[src/rtl/bxs_pkg.sv]
package bxs_pkg;
    typedef enum logic [2:0] {
        ST_IDLE  = 3'd0,
        ST_RX_LO = 3'd1,
        ST_RX_HI = 3'd2,
        ST_TX_LO = 3'd3,
        ST_TX_HI = 3'd4
    } bxs_state_e;
endpackage

[src/rtl/bxs_counters.sv]
// Byte-in-block and block-in-transfer down counters with programmed reload values.
module bxs_counters #(
    parameter int LEN_W = 11
) (
    input  logic             clk,
    input  logic             rst_n,
    input  logic             len_wr,
    input  logic             cnt_wr,
    input  logic [LEN_W-1:0] wr_val,
    input  logic             byte_step,
    output logic [LEN_W:0]   byte_left,
    output logic [LEN_W:0]   blk_left,
    output logic             last_byte,
    output logic             last_blk
);
    logic [LEN_W:0] blen_q, nblk_q, byte_q, blk_q;
    logic [LEN_W:0] wr_plus1;

    assign wr_plus1  = {1'b0, wr_val} + 1'b1;
    assign last_byte = (byte_q == {{LEN_W{1'b0}}, 1'b1});
    assign last_blk  = (blk_q  == {{LEN_W{1'b0}}, 1'b1});
    assign byte_left = byte_q;
    assign blk_left  = blk_q;

    always_ff @(posedge clk or negedge rst_n) begin
        if (!rst_n) begin
            blen_q <= '0;
            nblk_q <= '0;
            byte_q <= '0;
            blk_q  <= '0;
        end else if (len_wr || cnt_wr) begin
            if (len_wr) begin
                blen_q <= wr_plus1;
                byte_q <= wr_plus1;
            end
            if (cnt_wr) begin
                nblk_q <= wr_plus1;
                blk_q  <= wr_plus1;
                byte_q <= len_wr ? wr_plus1 : blen_q;
            end
        end else if (byte_step) begin
            if (last_byte) begin
                byte_q <= blen_q;
                blk_q  <= last_blk ? nblk_q : blk_q - 1'b1;
            end else begin
                byte_q <= byte_q - 1'b1;
            end
        end
    end
endmodule

[src/rtl/bxs_fsm.sv]
// Word packing / unpacking controller between FIFO and byte stream.
module bxs_fsm
    import bxs_pkg::*;
#(
    parameter int FIFO_AW = 5,
    parameter int AF_W    = 5,
    parameter int BYTE_W  = 8
) (
    input  logic                clk,
    input  logic                rst_n,
    input  logic                start,
    input  logic                start_data,
    input  logic                start_rx,
    input  logic                last_byte,
    input  logic                last_blk,
    input  logic [FIFO_AW:0]    fifo_level,
    input  logic [AF_W-1:0]     af_level,
    input  logic [2*BYTE_W-1:0] fifo_rdata,
    input  logic                rx_valid,
    input  logic [BYTE_W-1:0]   rx_data,
    input  logic                tx_ready,
    output bxs_state_e          state,
    output logic                rx_ready,
    output logic                tx_valid,
    output logic [BYTE_W-1:0]   tx_data,
    output logic                fifo_push,
    output logic [2*BYTE_W-1:0] fifo_wdata,
    output logic                fifo_pop,
    output logic                fifo_clr,
    output logic                byte_step,
    output logic                done
);
    localparam int LVL_W = FIFO_AW + 1;

    bxs_state_e state_q, state_d;
    logic [BYTE_W-1:0] lo_q;
    logic rx_hs, tx_hs, rx_room, tx_have;

    assign state   = state_q;
    assign rx_room = (fifo_level <= LVL_W'(af_level));
    assign tx_have = (fifo_level != '0);

    // state register and low-byte holding register
    always_ff @(posedge clk or negedge rst_n) begin
        if (!rst_n) begin
            state_q <= ST_IDLE;
            lo_q    <= '0;
        end else begin
            state_q <= state_d;
            if (state_q == ST_RX_LO && rx_hs) lo_q <= rx_data;
        end
    end

    // outputs
    always_comb begin
        rx_ready   = 1'b0;
        tx_valid   = 1'b0;
        tx_data    = '0;
        fifo_push  = 1'b0;
        fifo_wdata = '0;
        fifo_pop   = 1'b0;
        unique case (state_q)
            ST_IDLE: ;
            ST_RX_LO: begin
                rx_ready   = !start && rx_room;
                fifo_push  = rx_valid && rx_ready && last_byte;
                fifo_wdata = {{BYTE_W{1'b0}}, rx_data};
            end
            ST_RX_HI: begin
                rx_ready   = !start;
                fifo_push  = rx_valid && rx_ready;
                fifo_wdata = {rx_data, lo_q};
            end
            ST_TX_LO: begin
                tx_valid = !start && tx_have;
                tx_data  = fifo_rdata[BYTE_W-1:0];
                fifo_pop = tx_valid && tx_ready && last_byte;
            end
            ST_TX_HI: begin
                tx_valid = !start;
                tx_data  = fifo_rdata[2*BYTE_W-1:BYTE_W];
                fifo_pop = tx_valid && tx_ready;
            end
            default: ;
        endcase
    end

    assign rx_hs     = rx_valid && rx_ready;
    assign tx_hs     = tx_valid && tx_ready;
    assign byte_step = rx_hs || tx_hs;
    assign done      = byte_step && last_byte && last_blk;
    assign fifo_clr  = start && start_data;

    // transitions
    always_comb begin
        state_d = state_q;
        if (start) begin
            if (start_data) state_d = start_rx ? ST_RX_LO : ST_TX_LO;
            else            state_d = ST_IDLE;
        end else begin
            unique case (state_q)
                ST_IDLE: ;
                ST_RX_LO: if (rx_hs) begin
                    if (last_byte) state_d = last_blk ? ST_IDLE : ST_RX_LO;
                    else           state_d = ST_RX_HI;
                end
                ST_RX_HI: if (rx_hs)
                    state_d = (last_byte && last_blk) ? ST_IDLE : ST_RX_LO;
                ST_TX_LO: if (tx_hs) begin
                    if (last_byte) state_d = last_blk ? ST_IDLE : ST_TX_LO;
                    else           state_d = ST_TX_HI;
                end
                ST_TX_HI: if (tx_hs)
                    state_d = (last_byte && last_blk) ? ST_IDLE : ST_TX_LO;
                default: state_d = ST_IDLE;
            endcase
        end
    end
endmodule

[src/rtl/blk_xfer_seq.sv]
module blk_xfer_seq
    import bxs_pkg::*;
#(
    parameter int LEN_W   = 11,
    parameter int FIFO_AW = 5,
    parameter int AF_W    = 5,
    parameter int BYTE_W  = 8
) (
    input  logic                clk,
    input  logic                rst_n,
    input  logic                len_wr,
    input  logic                cnt_wr,
    input  logic [LEN_W-1:0]    wr_val,
    input  logic                start,
    input  logic                start_data,
    input  logic                start_rx,
    input  logic [AF_W-1:0]     af_level,
    input  logic [FIFO_AW:0]    fifo_level,
    input  logic [2*BYTE_W-1:0] fifo_rdata,
    output logic                fifo_push,
    output logic [2*BYTE_W-1:0] fifo_wdata,
    output logic                fifo_pop,
    output logic                fifo_clr,
    input  logic                rx_valid,
    input  logic [BYTE_W-1:0]   rx_data,
    output logic                rx_ready,
    output logic                tx_valid,
    output logic [BYTE_W-1:0]   tx_data,
    input  logic                tx_ready,
    output logic                active,
    output logic                xfer_done,
    output logic [LEN_W:0]      byte_left,
    output logic [LEN_W:0]      blk_left
);
    bxs_state_e state;
    logic byte_step, last_byte, last_blk;

    bxs_counters #(.LEN_W(LEN_W)) u_cnt (
        .clk       (clk),
        .rst_n     (rst_n),
        .len_wr    (len_wr),
        .cnt_wr    (cnt_wr),
        .wr_val    (wr_val),
        .byte_step (byte_step),
        .byte_left (byte_left),
        .blk_left  (blk_left),
        .last_byte (last_byte),
        .last_blk  (last_blk)
    );

    bxs_fsm #(.FIFO_AW(FIFO_AW), .AF_W(AF_W), .BYTE_W(BYTE_W)) u_fsm (
        .clk        (clk),
        .rst_n      (rst_n),
        .start      (start),
        .start_data (start_data),
        .start_rx   (start_rx),
        .last_byte  (last_byte),
        .last_blk   (last_blk),
        .fifo_level (fifo_level),
        .af_level   (af_level),
        .fifo_rdata (fifo_rdata),
        .rx_valid   (rx_valid),
        .rx_data    (rx_data),
        .tx_ready   (tx_ready),
        .state      (state),
        .rx_ready   (rx_ready),
        .tx_valid   (tx_valid),
        .tx_data    (tx_data),
        .fifo_push  (fifo_push),
        .fifo_wdata (fifo_wdata),
        .fifo_pop   (fifo_pop),
        .fifo_clr   (fifo_clr),
        .byte_step  (byte_step),
        .done       (xfer_done)
    );

    assign active = (state != ST_IDLE);
endmodule

[config.mk]
export PLATFORM = sky130hd
export DESIGN_NAME = blk_xfer_seq
export DESIGN_NICKNAME = d
export VERILOG_FILES = /design/src/rtl/bxs_pkg.sv /design/src/rtl/bxs_counters.sv /design/src/rtl/bxs_fsm.sv /design/src/rtl/blk_xfer_seq.sv
export SDC_FILE = /design/constraint.sdc
export NUM_CORES = 1
export LEC_CHECK = 0
export ABC_AREA = 1
export CAP_MARGIN = 5
export CORE_UTILIZATION = 46
export DETAILED_ROUTE_END_ITERATION = 6
export PLACE_DENSITY = 0.81
export SETUP_SLACK_MARGIN = 0.2
export SYNTH_ARGS = -nofsm -noshare
export SYNTH_HDL_FRONTEND = slang
export SYNTH_HIERARCHICAL = 1
export SYNTH_SLANG_ARGS = --single-unit
[constraint.sdc]
create_clock -name clk -period 1.7 [get_ports clk]
set_input_delay 0.17 -clock clk [delete_from_list [all_inputs] [get_ports clk]]
set_output_delay 0.17 -clock clk [all_outputs]
set_load 0.02 [all_outputs]
==> results of run 1 <==
[flip-flops by register name, summed over array words and instances (netlist names)]
register and cells:
u_fsm/lo_q 8, u_fsm/state 3, u_cnt/byte_left 12, u_cnt/nblk_q 12, u_cnt/blen_q 12, u_cnt/blk_left 12
[metrics by stage]
step	TNS (ns)	setup slack [ns]	util (%)	hold WS, ns	cells
2_1_floorplan	-3.89	-0.211	-	-0.126	693
3_3_place_gp	-28.98	-0.790	69.4	0.0828	1020
3_5_place_dp	-33.69	-0.877	69.4	0.0953	1020
4_1_cts	-6.57	-0.334	78.0	0.262	1071
5_1_grt	-17.90	-0.598	83.4	0.298	1085
6_report	-15.01	-0.543	83.4	0.251	1085
[metal layers]
layer / part of all wire (%) / GRT usage (%) / wire [um] / vias to the layer above
met5: 0 / 0 / 0 / -
met3: 10 / 7.52 / 2180 / 215
met2: 48 / 64.8 / 10400 / 636
li1: - / - / - / 2703
met1: 33 / 39.1 / 7230 / 2961
met4: 8.6 / 23.3 / 1860 / 0
[how the worst min path moves through the flow]
stage,startpoint,cells after the start,to
after detailed placement,rst_n,1,u_fsm/lo_q[3]
after global routing,rst_n,2,u_cnt/blk_left[6]
after floorplan,rst_n,0,u_cnt/blen_q[0]
after CTS,rst_n,2,u_fsm/lo_q[3]
after global placement,rst_n,1,u_fsm/lo_q[3]
final,rst_n,2,u_fsm/lo_q[3]
[synthesized netlist by cell type (2+ instances only)]
cell type,n,area (sq um)
nand3_1,68,340
o21ai_2,2,17.5
inv_2,5,18.8
buf_6,2,22.5
nor2_4,4,45.0
clkinv_1,2,7.51
xor2_1,4,35.0
o31ai_1,4,30.0
dfrtp_1,59,1480
nand2_2,7,43.8
o21ai_1,4,20.0
a21oi_1,13,65.1
buf_2,6,30.0
nor2_2,4,25.0
nor3_1,3,15.0
a31oi_1,2,12.5
o21bai_1,2,15.0
xnor2_1,4,35.0
o211ai_1,5,37.5
clkbuf_1,4,15.0
nand4_1,2,12.5
nor2_1,91,342
nand2_1,224,841
buf_4,3,22.5
ha_1,10,125
nor2_8,2,40.0
o21ai_0,38,190
nand2_4,3,33.8
nand3b_1,3,22.5
buf_1,2,7.51
o22ai_1,10,62.6
inv_1,94,353
[cell usage in the layout, fill, tap and decap left out, drive strengths merged, types with 5 or more instances in the layout]
master	n
a21oi	13
inv	99
clkinv	8
buf	181
o21ai	44
dfrtp	59
dlygate4sd2	31
o211ai	5
nor2	102
o22ai	10
nand2	235
nand3	70
clkbuf	11
clkdlybuf4s50	41
ha	10
[power by group]
part	total [mW]	switching, mW	internal, mW
Combinational	4.39	2.46	1.92
Clock	1.35	0.636	0.710
Sequential	1.87	0.191	1.68
Total	7.61	3.29	4.32
[area by class of cell]
| cell class | count | area, sq um |
|---|---|---|
| Inverter | 102 | 415 |
| Timing Repair inverter | 2 | 32.5 |
| Timing Repair Buffer | 260 | 2350 |
| Multi-Input combinational cell | 517 | 3110 |
| Tap cell | 129 | 161 |
| Clock inverter | 5 | 52.6 |
| Sequential cell | 59 | 1480 |
| Fill cell | 497 | 1540 |
| Clock buffer | 11 | 141 |
[worst max-delay path, cell delays in order]
cell             delay [ns]
clkdlybuf4s50_1        0.42
inv_1                  0.10
nand2_1                0.09
nor3_2                 0.48
a31oi_4                0.28
nand2_4                0.18
nand2_4                0.08
inv_8                  0.08
buf_12                 0.11
nand2_8                0.07
o31ai_2                0.08
inv_1                  0.06
nand2_1                0.09
inv_1                  0.07
a21oi_2                0.14
[cell families (layout without fill, tap and decap cells)]
logic type | count (synthesis) | after routing | synth area share [%]
adders and majority gates | 10 | 10 | 2.83
buffers and inverters | 119 | 380 | 10.9
and+or+nand+nor | 415 | 417 | 40.7
xor gates and xnor gates | 8 | 8 | 1.58
DFF | 59 | 59 | 33.4
AOI/OAI and AO/OA | 82 | 82 | 10.6
[what timing repair did]
| item | in CTS | in global routing |
|---|---|---|
| buffers inserted | 29 | 14 |
| pin swaps | 60 | 39 |
| gates resized for setup | 322 | 106 |
| hold buffers | 1 | 0 |
| gates cloned | 5 | 0 |
| setup endpoints to repair | 91 | 73 |
| hold endpoints to repair | 13 | 0 |
==> metrics.log, run 1 <==
[metrics] run status: finished, violations left
[metrics] failing checks: DRC, setup timing
[metrics] Pleak: 4.01 nW
[metrics] post-synthesis cell count: 693
[metrics] Crit Path Class: primary input to register
[metrics] arrival time reported for the critical path endpoint: 2.52 ns
[metrics] kind of start point of the critical path: primary input
[metrics] fin. max-slew vios: 0
[metrics] proportion of synthesized chip area in sequential cells: 33.4%
[metrics] buffers from clock root to sink, at most: 2
[metrics] first-pass GRT wire length: 28.7 mm
[metrics] Synth-to-Final Area Change: 75.2%
[metrics] Critical Path End: u_cnt/byte_left[7]
[metrics] endpoint class of the critical path: register
[metrics] average cell area after synthesis: 6.38 sq um
[metrics] remaining design rule violation count: 16
[metrics] cell chosen for the clock root: clkbuf_8
[metrics] Overflow after GRT: 0
[metrics] count of cell types in the netlist: 39
[metrics] I/O Buffers: 109
[metrics] setup repair after global routing missed its margin: true
[metrics] area of the core: 9280 sq um
[metrics] number of search-and-repair iterations in the first detailed-routing pass: 7
[metrics] launch point of the worst path: fifo_level[5]
[metrics] vias in the first global route: 6,122
[metrics] TritonCTS buffer count: 9
[metrics] Synthesis Warnings: 6
[metrics] overall routing resource usage: 36.3%
[metrics] r2r endpoint: u_cnt/byte_left[7]
[metrics] largest driver fanout on the critical path: 7
[metrics] Max Freq: 446 MHz
[metrics] number of nets in the final layout: 1,016
[metrics] synthesized net count: 758
[metrics] fraction of registers with async set or reset after synthesis: 100%
[metrics] clk_skew: 0.0103 ns
[metrics] Antenna Diode Count: 0
[metrics] clock tree from TritonCTS: done
[metrics] power density over the cells: 982 nW/um^2
[metrics] routability congestion estimate: 0.906
[metrics] Final min period: 2.24 ns
[metrics] post-synthesis register bit count: 59
[metrics] number of enable flip-flop cells after synthesis: 0
[metrics] max-cap violations: 0
[metrics] area of all placed cells without fillers: 7740 sq um
[metrics] worst path required time: 1.98 ns
[metrics] worst reg2reg path startpoint: u_fsm/state[0]
[metrics] FP Rows: 35
[metrics] fraction of layout instances using a drive strength above 1: 36.5%
[metrics] total wirelength of the detailed-routed design: 21.7 mm
[metrics] starting utilization of the core area: 47.6%
[metrics] Period Utilization, post-route: 132%
[metrics] total cell area at the placement stage: 6440 sq um
[metrics] post-detail-place hpwl: 11.3 mm
[metrics] Finish-stage setup viols: 57
[metrics] number of sinks driven by the clock tree: 59
[metrics] transition time at the pin with the least slew margin: 0.617 ns
[metrics] initial antenna violation count: 0
[metrics] total number of vias: 6,515
[metrics] detailed router's first-iteration violation count: 836
[metrics] largest net degree at the start of global routing: 47
[metrics] Vias/cell: 6.00
[metrics] final count of hold timing violations: 0
[metrics] type of the most critical hold path: primary input to async pin
[metrics] post-CTS clock slew at the launch and capture registers of the worst setup and hold paths: 0.07 ns
[metrics] worst IR drop on VDD: 0.719 mV
[metrics] ANT nets after route: 0
[metrics] top-level port count: 110
[metrics] max_slew headroom: 58.7%
[metrics] maximum level of the CTS H-tree: 3
[metrics] area of the die: 10,000 sq um
[metrics] overall power of the completed layout: 7.61 mW
[metrics] worst setup slack for register-to-register paths: -0.48 ns
[metrics] most common flop cell mapped by yosys: dfrtp_1
[metrics] Worst Reg2Reg Path Length in Cells: 15
[metrics] cell area after synthesis: 4420 sq um
[metrics] die width: 100 um
[metrics] Routed WL per cell: 20.0 um
[metrics] fin worst setup slack: -0.543 ns
[metrics] overall die height: 100 um
[metrics] latest clock arrival within the worst-skew pair: 0.35 ns
Power figures use the tool's default switching activity.
==> run 2, diff against run 1 <==
--- a/config.mk
+++ b/config.mk
@@ -7,9 +7,9 @@
 export LEC_CHECK = 0
 export ABC_AREA = 1
 export CAP_MARGIN = 5
-export CORE_UTILIZATION = 46
+export CORE_UTILIZATION = 50
 export DETAILED_ROUTE_END_ITERATION = 6
-export PLACE_DENSITY = 0.81
+export PLACE_DENSITY = 0.84
 export SETUP_SLACK_MARGIN = 0.2
 export SYNTH_ARGS = -nofsm -noshare
 export SYNTH_HDL_FRONTEND = slang
==> constraint.sdc (replaced) <==
create_clock -name clk -period 2.27 [get_ports clk]
set_input_delay 0.227 -clock clk [delete_from_list [all_inputs] [get_ports clk]]
set_output_delay 0.227 -clock clk [all_outputs]
set_load 0.02 [all_outputs]
==> run 2 against run 1 <==
  * The run now ends clean
  * Sequential power shrank 26%
  * Total power shrank 36%
  * Design area shrank 16%
  * Via count shrank 18%
  * Non-clock buffer count shrank 79
  * Sequential share of layout area grew 3.7 points
  * Sequential cell count is the same
  * Worst setup slack gained 0.73 ns
  * Critical path depth shrank 9
  * Hold slack gained 0.038 ns
  * Routed wire length shrank 31%
==> metrics.log, run 2 (synthesized netlist as in run 1, its figures left out) <==
[metrics] run status: complete, no violations (was finished, violations left)
[metrics] top-level port count: 110 (unchanged)
[metrics] ANT nets after route: 0 (unchanged)
[metrics] clock tree from TritonCTS: done (unchanged)
[metrics] Overflow after GRT: 0 (unchanged)
[metrics] Placed Cells incl. Taps: 945 (was 1,020)
[metrics] max-cap violations: 0 (unchanged)
[metrics] most common library cell in the layout ignoring fill and taps: nand2_1 (unchanged)
[metrics] area of the die: 9220 sq um (was 10,000 sq um)
[metrics] Final Non-Filler Cells: 979 (was 1,085)
[metrics] setup repair after global routing missed its margin: true (unchanged)
[metrics] die width: 96.0 um (was 100 um)
[metrics] overall die height: 96.0 um (was 100 um)
[metrics] overall power of the completed layout: 4.89 mW (was 7.61 mW)
[metrics] arrival time reported for the critical path endpoint: 1.86 ns (was 2.52 ns)
[metrics] post-detail-place hpwl: 10.9 mm (was 11.3 mm)
[metrics] vias in the first global route: 5,059 (was 6,122)
[metrics] I/O Buffers: 109 (unchanged)
[metrics] Routed WL per cell: 15.2 um (was 20.0 um)
[metrics] remaining design rule violation count: 0 (was 16)
[metrics] Max Freq: 480 MHz
[metrics] Finish-stage setup viols: 0 (was 57)
[metrics] type of the most critical hold path: primary input to async pin (unchanged)
[metrics] initial antenna violation count: 0 (unchanged)
[metrics] cell chosen for the clock root: clkbuf_8 (unchanged)
[metrics] overall routing resource usage: 32.3% (was 36.3%)
[metrics] post-CTS clock slew at the launch and capture registers of the worst setup and hold paths: 0.08 ns (was 0.07 ns)
[metrics] fin. max-slew vios: 0 (unchanged)
[metrics] power density over the cells: 756 nW/um^2 (was 982 nW/um^2)
[metrics] largest driver fanout on the critical path: 17 (was 7)
[metrics] worst reg2reg path startpoint: u_cnt/byte_left[0] (was u_fsm/state[0])
[metrics] worst IR drop on VDD: 0.403 mV (was 0.719 mV)
[metrics] clk_skew: 0.00773 ns (was 0.0103 ns)
[metrics] detailed router's first-iteration violation count: 439 (was 836)
[metrics] Synth-to-Final Area Change: 46.3% (was 75.2%)
[metrics] first-pass GRT wire length: 22.9 mm (was 28.7 mm)
[metrics] buffers from clock root to sink, at most: 2 (unchanged)
[metrics] most frequent cells in the layout: nand2_1 (216), inv_1 (85), nor2_1 (81) (was nand2_1 (192), buf_4 (121), inv_1 (85))
[metrics] number of nets in the final layout: 934 (was 1,016)
[metrics] Vias/cell: 5.42 (was 6.00)
[metrics] Period Utilization, post-route: 91.7%
[metrics] transition time at the pin with the least slew margin: 0.496 ns (was 0.617 ns)
[metrics] Pleak: 3.38 nW (was 4.01 nW)
[metrics] number of search-and-repair iterations in the first detailed-routing pass: 5 (was 7)
[metrics] Total Negative Setup Slacks: 0 ns (was -15.01 ns)
[metrics] Antenna Diode Count: 0 (unchanged)
[metrics] total number of vias: 5,310 (was 6,515)
[metrics] routability congestion estimate: 0.926 (was 0.906)
[metrics] area of the core: 8380 sq um (was 9280 sq um)
[metrics] total wirelength of the detailed-routed design: 14.9 mm (was 21.7 mm)
[metrics] fraction of layout instances using a drive strength above 1: 20.5% (was 36.5%)
[metrics] kind of start point of the critical path: register (was primary input)
[metrics] number of sinks driven by the clock tree: 59 (unchanged)
[metrics] latest clock arrival within the worst-skew pair: 0.34 ns (was 0.35 ns)
[metrics] maximum level of the CTS H-tree: 3 (unchanged)
[metrics] final count of hold timing violations: 0 (unchanged)
[metrics] TritonCTS buffer count: 9 (unchanged)
[metrics] endpoint class of the critical path: output port (was register)
[metrics] Crit Path Class: register to output port (was primary input to register)
[metrics] starting utilization of the core area: 52.8% (was 47.6%)
[metrics] worst path required time: 2.04 ns (was 1.98 ns)
[metrics] FP Rows: 33 (was 35)
[metrics] number of fill cells in the layout: 654 (was 497)
[metrics] Final min period: 2.08 ns
[metrics] largest net degree at the start of global routing: 26 (was 47)
[metrics] max_slew headroom: 66.9% (was 58.7%)
[metrics] launch point of the worst path: u_fsm/state[0] (was fifo_level[5])
[run 2: changes by cell type in the layout (fill, tap and decap cells not counted), sizes merged, moves of 3 or more]
cell / change
buf: -100
clkbuf: +5
clkdlybuf4s15: +3
clkdlybuf4s50: +30
clkinv: -3
dlygate4sd2: -23
dlymetal6s2s: +5
[run 2: path summary, 6_finish.rpt]
path | to | slack, ns | depth (start not counted)
worst max register to register | u_fsm/state[0] | 0.20 | 15
worst max-delay path | fifo_wdata[5] | 0.19 | 6
min in group clk | u_fsm/lo_q[0] | 0.47 | 3
worst min-delay path | u_fsm/lo_q[1] | 0.29 | 2
worst min register to register | u_cnt/nblk_q[8] | 0.49 | 2
max in group asynchronous | u_cnt/byte_left[11] | 1.34 | 3
[run 2: repair_timing]
action,CTS,global route
setup buffers,7,9
hold endpoints to repair,11,0
hold buffers,1,0
gates cloned,1,0
resized for setup,93,47
pin swaps,4,16
setup endpoints to repair,55,40
[run 2: layer usage]
| metal | track usage (%) | vias up | wire (um) |
|---|---|---|---|
| met5 | 0 | - | 0 |
| met4 | 10.3 | 0 | 310 |
| met3 | 6.32 | 37 | 1080 |
| met2 | 57.7 | 264 | 7580 |
| met1 | 38.7 | 2472 | 5920 |
| li1 | - | 2537 | - |
[run 2: cell type report]
cell class | instances | area [sq um] | area share (%)
multi-input cells | 516 | 2640 | 40.8
repair buffers | 181 | 1610 | 24.9
flip-flops and latches | 59 | 1480 | 22.8
inverters | 102 | 388 | 5.99
clock buffers | 10 | 138 | 2.13
well taps | 105 | 131 | 2.03
clock inverters | 6 | 88.8 | 1.37
[run 2: power by group]
group          internal [mW]  switching, mW  total (mW)
logic                  0.985           1.42        2.40
registers               1.26          0.128        1.38
clock network          0.648          0.461        1.11
[run 2: metrics by stage]
step	setup slack (ns)	hold slack (ns)	area, sq um	util, %
final	0.188	0.289	6470	77.2
after global routing	0.0615	0.322	6470	77.2
after CTS	0.108	0.298	6320	75.5
after detailed placement	-0.349	0.122	5970	71.2
after global placement	-0.302	0.111	5970	71.2
after floorplan	0.224	-0.0686	4440	-
[run 2: critical path: stages (launching register included)]
cell	delay, ns
dfrtp_1	0.40
buf_4	0.17
nor2_2	0.18
nand2_1	0.14
buf_4	0.22
o22ai_1	0.13
clkdlybuf4s15_2	0.28
